## src/rtl/pulse_tally_pkg.sv

```systemverilog
package pulse_tally_pkg;
  localparam int ADDR_W = 2;
  localparam logic [ADDR_W-1:0] ADDR_CTRL  = 2'd0;
  localparam logic [ADDR_W-1:0] ADDR_COUNT = 2'd1;
  localparam logic [ADDR_W-1:0] ADDR_CLEAR = 2'd2;

  // Bit order matches the control write encoding: bit 0 enable ... bit 4 edgeIe
  typedef struct packed {
    logic edgeIe;
    logic ovfIe;
    logic polarity;
    logic mode;
    logic enable;
  } ctrl_t;

  localparam int CTRL_W = $bits(ctrl_t);

  // Per-cycle requests from the control side to the datapath
  typedef struct packed {
    logic step;
    logic edgeHit;
  } strobe_t;
endpackage

```

## src/rtl/pulse_tally_ctrl.sv

```systemverilog
module pulse_tally_ctrl
  import pulse_tally_pkg::*;
#(
  parameter int PRESCALE    = 64,
  parameter int SYNC_STAGES = 2
) (
  input  logic    clk,
  input  logic    rstN,
  input  logic    pinIn,
  input  ctrl_t   ctrlQ,
  output strobe_t strb
);
  localparam int DIV_W = (PRESCALE > 1) ? $clog2(PRESCALE) : 1;
  localparam logic [DIV_W-1:0] DIV_LAST = DIV_W'(PRESCALE - 1);

  logic [SYNC_STAGES-1:0] syncChain;
  logic                   pinLvl;
  logic                   pinPrev;
  logic [DIV_W-1:0]       divCnt;
  logic                   tick;
  logic                   riseSeen;
  logic                   fallSeen;
  logic                   selEdge;
  logic                   gateActive;

  // Two-or-more flop synchronizer chain
  for (genvar i = 0; i < SYNC_STAGES; i++) begin : g_sync
    always_ff @(posedge clk) begin
      if (!rstN) begin
        syncChain[i] <= 1'b0;
      end else begin
        if (i == 0) syncChain[i] <= pinIn;
        else        syncChain[i] <= syncChain[(i == 0) ? 0 : i - 1];
      end
    end
  end

  assign pinLvl = syncChain[SYNC_STAGES-1];

  always_ff @(posedge clk) begin
    if (!rstN) pinPrev <= 1'b0;
    else       pinPrev <= pinLvl;
  end

  // Free-running time base, independent of every control bit
  always_ff @(posedge clk) begin
    if (!rstN)                divCnt <= '0;
    else if (divCnt == DIV_LAST) divCnt <= '0;
    else                      divCnt <= divCnt + 1'b1;
  end

  assign tick       = (divCnt == DIV_LAST);
  assign riseSeen   = pinLvl & ~pinPrev;
  assign fallSeen   = ~pinLvl & pinPrev;
  // Polarity 0: falling edge / active high; polarity 1: rising edge / active low.
  // In gated mode the selected edge is therefore the one ending the active level.
  assign selEdge    = ctrlQ.polarity ? riseSeen : fallSeen;
  assign gateActive = pinLvl ^ ctrlQ.polarity;

  always_comb begin
    strb.edgeHit = ctrlQ.enable & selEdge;
    if (ctrlQ.mode) strb.step = ctrlQ.enable & tick & gateActive;
    else            strb.step = ctrlQ.enable & selEdge;
  end
endmodule

```

## src/rtl/pulse_tally_dp.sv

```systemverilog
module pulse_tally_dp
  import pulse_tally_pkg::*;
#(
  parameter int CNT_W = 8
) (
  input  logic              clk,
  input  logic              rstN,
  input  logic              wrEn,
  input  logic [ADDR_W-1:0] wrAddr,
  input  logic [CNT_W-1:0]  wrData,
  input  strobe_t           strb,
  output ctrl_t             ctrlQ,
  output logic [CNT_W-1:0]  count,
  output logic              ovfFlag,
  output logic              edgeFlag,
  output logic              irq
);
  logic ctrlWr;
  logic cntWr;
  logic clrWr;
  logic wrapHit;

  assign ctrlWr  = wrEn && (wrAddr == ADDR_CTRL);
  assign cntWr   = wrEn && (wrAddr == ADDR_COUNT);
  assign clrWr   = wrEn && (wrAddr == ADDR_CLEAR);
  assign wrapHit = strb.step && (count == '1) && !cntWr;

  always_ff @(posedge clk) begin
    if (!rstN)       ctrlQ <= '0;
    else if (ctrlWr) ctrlQ <= ctrl_t'(wrData[CTRL_W-1:0]);
  end

  always_ff @(posedge clk) begin
    if (!rstN)          count <= '0;
    else if (cntWr)     count <= wrData;
    else if (strb.step) count <= count + 1'b1;
  end

  always_ff @(posedge clk) begin
    if (!rstN)                   ovfFlag <= 1'b0;
    else if (wrapHit)            ovfFlag <= 1'b1;
    else if (clrWr && wrData[0]) ovfFlag <= 1'b0;
  end

  always_ff @(posedge clk) begin
    if (!rstN)                   edgeFlag <= 1'b0;
    else if (strb.edgeHit)       edgeFlag <= 1'b1;
    else if (clrWr && wrData[1]) edgeFlag <= 1'b0;
  end

  assign irq = (ovfFlag & ctrlQ.ovfIe) | (edgeFlag & ctrlQ.edgeIe);
endmodule

```

## src/rtl/pulse_tally.sv

```systemverilog
module pulse_tally
  import pulse_tally_pkg::*;
#(
  parameter int CNT_W       = 8,
  parameter int PRESCALE    = 64,
  parameter int SYNC_STAGES = 2
) (
  input  logic              clk,
  input  logic              rstN,
  input  logic              wrEn,
  input  logic [ADDR_W-1:0] wrAddr,
  input  logic [CNT_W-1:0]  wrData,
  input  logic              pinIn,
  output logic [CNT_W-1:0]  count,
  output logic              ovfFlag,
  output logic              edgeFlag,
  output logic              irq
);
  ctrl_t   ctrlQ;
  strobe_t strb;

  pulse_tally_ctrl #(
    .PRESCALE   (PRESCALE),
    .SYNC_STAGES(SYNC_STAGES)
  ) u_ctrl (
    .clk  (clk),
    .rstN (rstN),
    .pinIn(pinIn),
    .ctrlQ(ctrlQ),
    .strb (strb)
  );

  pulse_tally_dp #(
    .CNT_W(CNT_W)
  ) u_dp (
    .clk     (clk),
    .rstN    (rstN),
    .wrEn    (wrEn),
    .wrAddr  (wrAddr),
    .wrData  (wrData),
    .strb    (strb),
    .ctrlQ   (ctrlQ),
    .count   (count),
    .ovfFlag (ovfFlag),
    .edgeFlag(edgeFlag),
    .irq     (irq)
  );
endmodule

```

## config.mk

```make
export PLATFORM = sky130hd
export DESIGN_NAME = pulse_tally
export DESIGN_NICKNAME = d
export VERILOG_FILES = /design/src/rtl/pulse_tally_pkg.sv /design/src/rtl/pulse_tally_ctrl.sv /design/src/rtl/pulse_tally_dp.sv /design/src/rtl/pulse_tally.sv
export SDC_FILE = /design/constraint.sdc
export NUM_CORES = 1
export LEC_CHECK = 0
export BUFFER_PORTS_ARGS = -buffer_cell sky130_fd_sc_hd__clkbuf_2
export CORE_MARGIN = 5
export CORE_UTILIZATION = 53
export CTS_CLUSTER_SIZE = 8
export DETAILED_ROUTE_END_ITERATION = 10
export PLACE_DENSITY = 0.77
export REMOVE_ABC_BUFFERS = 1
export SYNTH_ARGS = -nofsm -noshare
export SYNTH_HDL_FRONTEND = slang
export SYNTH_SLANG_ARGS = --single-unit
```

## constraint.sdc

```tcl
create_clock -name clk -period 2.3 [get_ports clk]
set_clock_uncertainty 0.1 [all_clocks]
set_input_delay 0.46 -clock clk [delete_from_list [all_inputs] [get_ports clk]]
set_output_delay 0.46 -clock clk [all_outputs]
set_load 0.02 [all_outputs]
```

======== Word-level counts from Yosys, hierarchy flattened ========
Index checks and enable logic that the tools add are counted.
cells by class
  shifts and indexed selects .............. 0
  add/subtract/negate cells ............... 2
  reduce and logical (&&, ||, !) cells .... 13
  mux-type cells .......................... 8
  magnitude comparators ................... 0
  divide/modulo/power cells ............... 0
  eq/ne operators ......................... 4
  multiply operators ...................... 0
  bitwise gates (word level) .............. 12
operator list
  cell                 number
  $mux 8               2
  $add 8x1->8 const B  1
  $eq 8x8->1 const B   1
  $and 1x1->1          7
  $logic_and 1x1->1    7
  $add 6x1->6 const B  1
  $eq 6x6->1 const B   1
  $mux 1               6
  $reduce_bool 2->1    3
  $not 1->1            3
  $eq 2x1->1 const B   1
  $eq 2x2->1 const B   1
  $logic_not 2->1      1
  $reduce_or 2->1      1
  $logic_not 1->1      1
  $or 1x1->1           1
  $xor 1x1->1          1
storage, ports and cells
  bits of input ports ..................... 14
  ROM bits ................................ 0
  bits in latches ......................... 0
  register bits after elaboration ......... 24
  bits in writable memories ............... 0
  output and inout bits ................... 11
  memories ................................ 0
  logic and storage cells ................. 51

======== Longest topological paths before layout ========
Gate-level depths: netlist of run 1.
  depth after elaboration ................. 8
  mapped depth ............................ 6
  depth with buffers taken out ............ 6

======== Hierarchy ========
Synthesis of run 1 repeated with hierarchy kept, for this count alone.
second synthesis, totals
  cell total of the unflattened synthesis .. 113
  area total of the unflattened synthesis .. 1063.5 um^2
by module, submodules not included
  module            area each (um^2)  seq. area each (um^2)  cells each  instances
  pulse_tally_dp    700.7             300.3                  75          1
  pulse_tally_ctrl  362.8             180.2                  38          1

======== Worst setup path after synthesis of run 1 ========
No wires, ideal clock.
  path type ............................... flip-flop to flip-flop
  start point ............................. register u_ctrl.divCnt[0]
  end point ............................... register u_dp.count[4]
  clock period less this slack ............ 1.849 ns
  data required time ...................... 2.078 ns
  cell stages (with the launch flop) ...... 7
  path buffers ............................ 0
  arrival ................................. 1.626 ns
  path slack .............................. 0.451 ns
  library setup time ...................... 0.122 ns
  cells stage by stage .................... dfxtp_1 -> ha_1 -> and4_4 -> a41oi_4 -> a211oi_2 -> mux2i_1 -> nand3_1
between the ends
  longest elaborated chain between the ends .. 5
ends and longest elaborated chain
  what                         RTL line                RTL
  start, declared              pulse_tally_ctrl.sv:19  logic [DIV_W-1:0] divCnt;
  start signal, assigned       pulse_tally_ctrl.sv:49  else divCnt <= divCnt + 1'b1;
  $eq 6x6->1                   pulse_tally_ctrl.sv:52  assign tick = (divCnt == DIV_LAST);
  $and 1x1->1 (2 in series)    pulse_tally_ctrl.sv:62  if (ctrlQ.mode) strb.step = ctrlQ.enable & tick & gateActive;
  $mux 1                       pulse_tally_ctrl.sv:62
  $reduce_bool 2->1 (no line)  --
  end signal, assigned         pulse_tally_dp.sv:35    else if (cntWr) count <= wrData;
  end signal, assigned         pulse_tally_dp.sv:36    else if (strb.step) count <= count + 1'b1;
  end, declared                pulse_tally_dp.sv:13    output logic [CNT_W-1:0] count,
Every way passes these cells.
A chain may end at the register's enable or synchronous reset.

======== Worst setup path after layout of run 1 ========
Ends and elaborated chain as after synthesis.

==> insert_results.sql, run 1 <==
INSERT INTO impl_metrics (metric_group, metric, value, unit) VALUES
('timing', 'grt_setup_unrepaired', 'false', ''),
('finish', 'multi_input_area', '743', 'um2'),
('clock_tree', 'cts_tree', 'yes', ''),
('floorplan', 'floorplan.die.height', '58.4', 'um'),
('worst_hold_path', 'hold_class', 'primary input to register', ''),
('clock_tree', 'cts_post_setup_buffers_inserted', '0', ''),
('clock_tree', 'cts.clk_slew.worst_paths', '130', 'ps'),
('global_routing', 'globalRouteOverflowTotal', '0', ''),
('worst_setup_path', 'timing.setup.critical_path_class', 'register to register', ''),
('worst_setup_path', 'cp_slowest_cell', 'sky130_fd_sc_hd__a211oi_2', ''),
('clock_tree', 'clock-sinks', '24', ''),
('worst_setup_path', 'r2r-end', 'u_dp.count[4]', ''),
('worst_setup_path', 'worstSetupEndpointType', 'register', ''),
('worst_setup_path', 'critical_path_required', '2400', 'ps'),
('finish', 'antennaDiodeCount', '0', ''),
('run_status', 'status', 'complete, no violations', ''),
('floorplan', 'core_area', '0.00223', 'mm2'),
('clock_tree', 'post_cts_resized', '0', ''),
('finish', 'share_of_cells_above_drive_strength_1', '0.238', ''),
('yosys', 'synth_seq_cells', '24', ''),
('timing', 'final_min_period_over_clock_period', '0.928', ''),
('yosys', 'synthCells', '134', ''),
('timing', 'fin_setup_tns', '0', 'ps'),
('flow_run', 'cap_violations', '0', ''),
('clock_tree', 'post_cts_hold_buffer_count', '0', ''),
('routing', 'drc', '0', ''),
('routing', 'detail-route-antenna-nets', '0', ''),
('finish', 'syn2layout_area_growth', '16.4', '%'),
('yosys', 'yosysSeqAreaShare', '0.387', ''),
('worst_setup_path', 'cp_slowest_stage_delay', '450', 'ps'),
('worst_setup_path', 'path_cells', 'ha_1, and4_4, a41oi_4, a211oi_2, mux2i_1, nand3_1', ''),
('yosys', 'synth_largest_area_cell', 'sky130_fd_sc_hd__dfxtp_1', ''),
('yosys', 'synth.distinct_cells', '37', ''),
('timing', 'timing_hold_violations_final', '0', ''),
('clock_tree', 'cts_root_buffer', 'sky130_fd_sc_hd__clkbuf_4', ''),
('routing', 'dr_total_vias', '1091', ''),
('floorplan', 'ios', '25', ''),
('worst_setup_path', 'reg2reg_setup_slack', '160', 'ps'),
('routing', 'routed_wl', '2.63', 'mm'),
('worst_hold_path', 'timing.hold.worst.start', 'pinIn', ''),
('worst_setup_path', 'worstReg2RegStart', 'u_ctrl.divCnt[0]', ''),
('floorplan', 'die_x', '58.4', 'um'),
('placed_design', 'gpl.final_weighted_congestion', '0.841', ''),
('worst_setup_path', 'setup.worst_path.start', 'u_ctrl.divCnt[0]', ''),
('timing', 'max_slew_margin', '0.665', ''),
('global_routing', 'first_global_vias', '994', ''),
('power', 'total_power', '895', 'uW'),
('finish', 'fill_cells', '200', ''),
('worst_hold_path', 'hold_depth', '2', ''),
('timing', 'report.final.setup_viol', '0', ''),
('routing', 'detailedRoute.firstPassIterationCount', '4', ''),
('power', 'leakage', '0.000563', 'uW'),
('yosys', 'post_synth_main_area_contributors', 'sky130_fd_sc_hd__dfxtp_1 39%, sky130_fd_sc_hd__mux2i_1 5.6%, sky130_fd_sc_hd__nand2_1 4.2%, sky130_fd_sc_hd__xnor2_1 3.5%, sky130_fd_sc_hd__nand3_1 3.2%', ''),
('worst_setup_path', 'critical_path_arrival', '2240', 'ps'),
('clock_tree', 'numCtsBuffers', '3', ''),
('floorplan', 'core.rowCount', '17', ''),
('worst_setup_path', 'worst-path-max-fanout', '5', ''),
('floorplan', 'start_util', '0.556', ''),
('power', 'power.density_cell_area', '619', 'mW/mm2'),
('clock_tree', 'cts_buffer_depth', '2', ''),
('placed_design', 'numPortBuffers', '24', ''),
('floorplan', 'die-area', '0.00341', 'mm2'),
('yosys', 'syn-cell-area', '0.00124', 'mm2'),
('clock_tree', 'insertion_delay_to_the_later_sink_of_the_worst_skew_pair', '310', 'ps'),
('worst_setup_path', 'cp-start-kind', 'register', ''),
('routing', 'viasPerCell', '5.80', ''),
('global_routing', 'grt_antenna_before_repair', '0', ''),
('timing', 'timing_worst_slew_pin_value', '501', 'ps'),
('worst_hold_path', 'whs_endpoint', 'u_ctrl.syncChain[0]', ''),
('power', 'peakVddDrop', '0.440', 'mV'),
('yosys', 'post_synth.cell_area_avg', '9.27', 'um2');
-- Yosys cell counts --
master,instances
sky130_fd_sc_hd__mux2i_1,7
sky130_fd_sc_hd__xor2_1,2
sky130_fd_sc_hd__dfxtp_1,24
sky130_fd_sc_hd__nor3b_2,2
sky130_fd_sc_hd__a41oi_4,1
sky130_fd_sc_hd__ha_1,2
sky130_fd_sc_hd__xnor2_1,5
sky130_fd_sc_hd__nand4_1,1
sky130_fd_sc_hd__nand4b_1,2
sky130_fd_sc_hd__clkbuf_1,3
sky130_fd_sc_hd__o21ai_0,6
sky130_fd_sc_hd__a21bo_1,1
sky130_fd_sc_hd__nand3_1,8
sky130_fd_sc_hd__a2111oi_4,1
sky130_fd_sc_hd__nor3b_1,3
sky130_fd_sc_hd__a22o_1,1
sky130_fd_sc_hd__a211oi_1,1
sky130_fd_sc_hd__a21oi_1,7
sky130_fd_sc_hd__a31o_1,1
sky130_fd_sc_hd__a211oi_4,1
sky130_fd_sc_hd__nor2b_1,5
sky130_fd_sc_hd__nand2_1,14
sky130_fd_sc_hd__nor4_1,1
sky130_fd_sc_hd__nor3_1,2
sky130_fd_sc_hd__nor2_1,9
sky130_fd_sc_hd__and4_4,1
sky130_fd_sc_hd__and4_1,1
sky130_fd_sc_hd__nand3b_1,2
sky130_fd_sc_hd__and3b_1,1
sky130_fd_sc_hd__a31oi_1,2
sky130_fd_sc_hd__inv_2,1
sky130_fd_sc_hd__and3_1,5
sky130_fd_sc_hd__inv_1,1
sky130_fd_sc_hd__a21boi_1,1
sky130_fd_sc_hd__and2_1,6
sky130_fd_sc_hd__a211oi_2,2
sky130_fd_sc_hd__a32oi_1,1
-- how the worst max path moves through the flow --
stage                     to  slack [ps]  depth (start not counted)
6_report       u_dp.count[4]         160                          6
4_1_cts        u_dp.count[4]         180                          6
2_1_floorplan  u_dp.count[4]         450                          6
3_3_place_gp   u_dp.count[4]         360                          6
3_5_place_dp   u_dp.count[4]         300                          6
5_1_grt        u_dp.count[4]          80                          6
-- routing by layer --
| metal | track usage | wire length, um | part of all wire |
|---|---|---|---|
| met1 | 0.199 | 1180 | 0.45 |
| met5 | 0 | 0 | 0 |
| met2 | 0.249 | 1230 | 0.47 |
| met4 | 0.116 | 100 | 0.038 |
| met3 | 0.0241 | 115 | 0.044 |
-- layout make-up --
cell class / instances / share of cell area
tap: 28 / 0.0242
sequential: 24 / 0.332
multi-input combinational: 105 / 0.514
clock buffer: 3 / 0.0156
timing repair buffer: 25 / 0.0882
clock inverter: 1 / 0.0208
inverter: 2 / 0.00519
-- sequential cells by signal, indices dropped and copies added (netlist names) --
signal	cells
u_ctrl.divCnt	6
u_ctrl.pinPrev	1
u_dp.edgeFlag	1
u_dp.ovfFlag	1
u_dp.ctrlQ	5
u_dp.count	8
u_ctrl.syncChain	1
u_ctrl.pinLvl	1
-- kinds of logic after synthesis --
| logic type | synth area share |
|---|---|
| muxes | 0.0564 |
| xor gates and xnor gates | 0.0493 |
| adders and majority gates | 0.0201 |
| DFF | 0.387 |
| and+or+nand+nor | 0.288 |
| AOI/OAI and AO/OA | 0.184 |
| buffers and inverters | 0.0151 |
-- stage by stage --
step | cells | area, um2 | hold WS, ps | worst slack (ps) | utilization
CTS | 188 | 1450 | 230 | 183 | 0.648
finish | 188 | 1450 | 241 | 165 | 0.648
global route | 188 | 1450 | 222 | 81.4 | 0.648
floorplan | 131 | 1230 | 312 | 451 | -
detailed placement | 184 | 1390 | 321 | 296 | 0.624
global placement | 184 | 1390 | 315 | 360 | 0.624
-- cells in the final DEF, fill, tap and decap left out, types with 6 or more instances in the layout --
cell                       Yosys  routed
sky130_fd_sc_hd__and2_1        6       6
sky130_fd_sc_hd__mux2i_1       7       7
sky130_fd_sc_hd__o21ai_0       6       6
sky130_fd_sc_hd__dfxtp_1      24      24
sky130_fd_sc_hd__nand2_1      14      14
sky130_fd_sc_hd__a21oi_1       7       7
sky130_fd_sc_hd__nor2_1        9       9
sky130_fd_sc_hd__nand3_1       8       8
sky130_fd_sc_hd__clkbuf_2      0      24
-- power breakdown --
part / switching, uW / leakage, uW / total, uW / internal (uW)
logic: 70.9 / 0.000339 / 124 / 52.7
clock network: 126 / 0.0000279 / 302 / 176
registers: 29.0 / 0.000196 / 470 / 441
-- critical path: cells and delay by family, from the launching register on --
kind / cells / cell delay (ps)
adder cells (fa/ha/maj): 1 / 220
flip-flops: 1 / 380
AO/OA/AOI/OAI: 2 / 640
AND/OR/NAND/NOR: 2 / 410
multiplexers: 1 / 270
Power figures use the tool's default switching activity.
==> run 2, diff against run 1 <==
- BUFFER_PORTS_ARGS: -buffer_cell sky130_fd_sc_hd__clkbuf_2 -> -buffer_cell sky130_fd_sc_hd__buf_2
==> insert_results.sql, run 2 (same netlist as run 1, synthesis figures left out) <==
INSERT INTO impl_metrics (metric_group, metric, value, unit) VALUES
('power', 'leakage', '0.000567', 'uW'),
('finish', 'top_library_cells_by_usage_in_the_layout_fill_and_taps_aside', '24 x sky130_fd_sc_hd__buf_2, 24 x sky130_fd_sc_hd__dfxtp_1, 14 x sky130_fd_sc_hd__nand2_1, 9 x sky130_fd_sc_hd__nor2_1, 8 x sky130_fd_sc_hd__nand3_1', ''),
('routing', 'detailedRoute.firstPassIterationCount', '4', ''),
('routing', 'dr_total_vias', '1080', ''),
('timing', 'finalMaxSlewViolations', '0', ''),
('clock_tree', 'cts.clk_slew.worst_paths', '130', 'ps'),
('placed_design', 'gpl.final_weighted_congestion', '0.839', ''),
('floorplan', 'die_x', '58.4', 'um'),
('floorplan', 'core.rowCount', '17', ''),
('finish', 'flip_flop_count_of_the_largest_register_all_copies_and_words_added', '8', ''),
('clock_tree', 'post_cts_hold_buffer_count', '0', ''),
('worst_setup_path', 'critical_path_arrival', '2180', 'ps'),
('worst_hold_path', 'hold_class', 'primary input to register', ''),
('routing', 'detail-route-antenna-nets', '0', ''),
('floorplan', 'ios', '25', ''),
('timing', 'period_needed', '2080', 'ps'),
('run_status', 'status', 'complete, no violations', ''),
('timing', 'timing_worst_slew_pin_value', '506', 'ps'),
('clock_tree', 'clock-sinks', '24', ''),
('worst_setup_path', 'worstSetupEndpointType', 'register', ''),
('routing', 'routedWlPerCell', '14.4', 'um'),
('global_routing', 'grt_antenna_before_repair', '0', ''),
('finish', 'fill_cells', '192', ''),
('worst_setup_path', 'timing.setup.critical_path_class', 'register to register', ''),
('finish', 'largest_register', 'u_dp.count', ''),
('worst_setup_path', 'worst-path-max-fanout', '5', ''),
('flow_run', 'cap_violations', '0', ''),
('clock_tree', 'cts_buffer_depth', '2', ''),
('floorplan', 'start_util', '0.556', ''),
('timing', 'max_slew_margin', '0.661', ''),
('placed_design', 'detailed_place_hpwl', '1.98', 'mm'),
('worst_hold_path', 'hold_depth', '2', ''),
('global_routing', 'grt.total_usage', '0.171', ''),
('finish', 'final_util', '0.651', ''),
('clock_tree', 'cts_post_setup_buffers_inserted', '0', ''),
('clock_tree', 'htree_num_levels', '1', ''),
('finish', 'top_regs', 'u_dp.count (8), u_ctrl.divCnt (6), u_dp.ctrlQ (5)', ''),
('floorplan', 'die-area', '0.00341', 'mm2'),
('placed_design', 'numPortBuffers', '24', ''),
('timing', 'max_freq', '481', 'MHz'),
('finish', 'syn2layout_area_growth', '17.0', '%'),
('floorplan', 'core_area', '0.00223', 'mm2'),
('power', 'power.density_cell_area', '618', 'mW/mm2'),
('global_routing', 'wire_length_of_the_first_global_routing_pass', '4.51', 'mm'),
('routing', 'routed_wl', '2.70', 'mm'),
('routing', 'viasPerCell', '5.74', ''),
('clock_tree', 'insertion_delay_to_the_later_sink_of_the_worst_skew_pair', '310', 'ps'),
('worst_setup_path', 'r2r_cells', '6', ''),
('global_routing', 'first_global_vias', '1009', ''),
('finish', 'antennaDiodeCount', '0', ''),
('floorplan', 'floorplan.die.height', '58.4', 'um'),
('finish', 'share_of_cells_above_drive_strength_1', '0.238', ''),
('timing', 'final_min_period_over_clock_period', '0.903', ''),
('worst_setup_path', 'cp-start-kind', 'register', ''),
('timing', 'grt_setup_unrepaired', 'false', ''),
('finish', 'num-nets-final', '177', ''),
('clock_tree', 'cts_root_buffer', 'sky130_fd_sc_hd__clkbuf_4', ''),
('global_routing', 'grt_max_degree', '28', ''),
('clock_tree', 'numCtsBuffers', '3', ''),
('routing', 'drc', '0', ''),
('timing', 'report.final.setup_viol', '0', ''),
('timing', 'timing_hold_violations_final', '0', ''),
('routing', 'drt_iter0_drc', '23', ''),
('clock_tree', 'cts_tree', 'yes', ''),
('worst_setup_path', 'critical_path_required', '2410', 'ps'),
('global_routing', 'globalRouteOverflowTotal', '0', ''),
('timing', 'fin_setup_tns', '0', 'ps'),
('power', 'peakVddDrop', '0.475', 'mV');
==> run 2: cell type report <==
class                           instances  area, um2  area share
Timing Repair Buffer                   25        128      0.0878
Tap cell                               28       35.0      0.0241
Inverter                                2       7.51     0.00516
Sequential cell                        24        480       0.330
Multi-Input combinational cell        105        751       0.516
Clock inverter                          1       30.0      0.0207
Clock buffer                            3       22.5      0.0155
==> run 2: repair_timing <==
| item | in CTS | in global routing |
|---|---|---|
| gates resized for setup | 0 | 1 |
| hold endpoints to repair | 0 | 0 |
| endpoints found under the setup margin | 0 | 1 |
==> run 2: path summary, 6_finish.rpt <==
check | from | end | slack, ps
min | pinIn | u_ctrl.syncChain[0] | 240
min reg2reg | u_ctrl.syncChain[0] | u_ctrl.pinLvl | 360
max reg2reg | u_ctrl.divCnt[0] | u_dp.count[4] | 220
max | u_ctrl.divCnt[0] | u_dp.count[4] | 220
==> run 2: worst max-delay path: stages (launching register included) <==
cell and delay, ps:
sky130_fd_sc_hd__dfxtp_1 380, sky130_fd_sc_hd__ha_1 230, sky130_fd_sc_hd__and4_4 290, sky130_fd_sc_hd__a41oi_4 200, sky130_fd_sc_hd__a211oi_4 390, sky130_fd_sc_hd__mux2i_1 270
sky130_fd_sc_hd__nand3_1 110
==> run 2: per-layer routing <==
layer,part of all wire,GRT usage,vias up
met1,0.44,0.218,513
met2,0.48,0.274,27
li1,-,-,534
met5,0,0,-
met3,0.056,0.0285,6
met4,0.022,0.0927,0
==> run 2: metrics by stage <==
| step | power [uW] | hold WS [ps] | setup WS (ps) | cell area [um2] | cells |
|---|---|---|---|---|---|
| 4_1_cts | 906 | 230 | 171 | 1450 | 188 |
| 6_report | 899 | 244 | 223 | 1450 | 188 |
| 3_5_place_dp | 603 | 330 | 203 | 1390 | 184 |
| 3_3_place_gp | 596 | 315 | 361 | 1390 | 184 |
| 2_1_floorplan | 550 | 312 | 451 | 1230 | 131 |
| 5_1_grt | 942 | 226 | 115 | 1450 | 188 |
==> run 2: power breakdown <==
| part | internal [uW] | leakage [uW] | switching, uW |
|---|---|---|---|
| Clock | 176 | 0.0000279 | 127 |
| Sequential | 441 | 0.000196 | 30.1 |
| Combinational | 53.2 | 0.000343 | 71.5 |
| Total | 670 | 0.000567 | 229 |
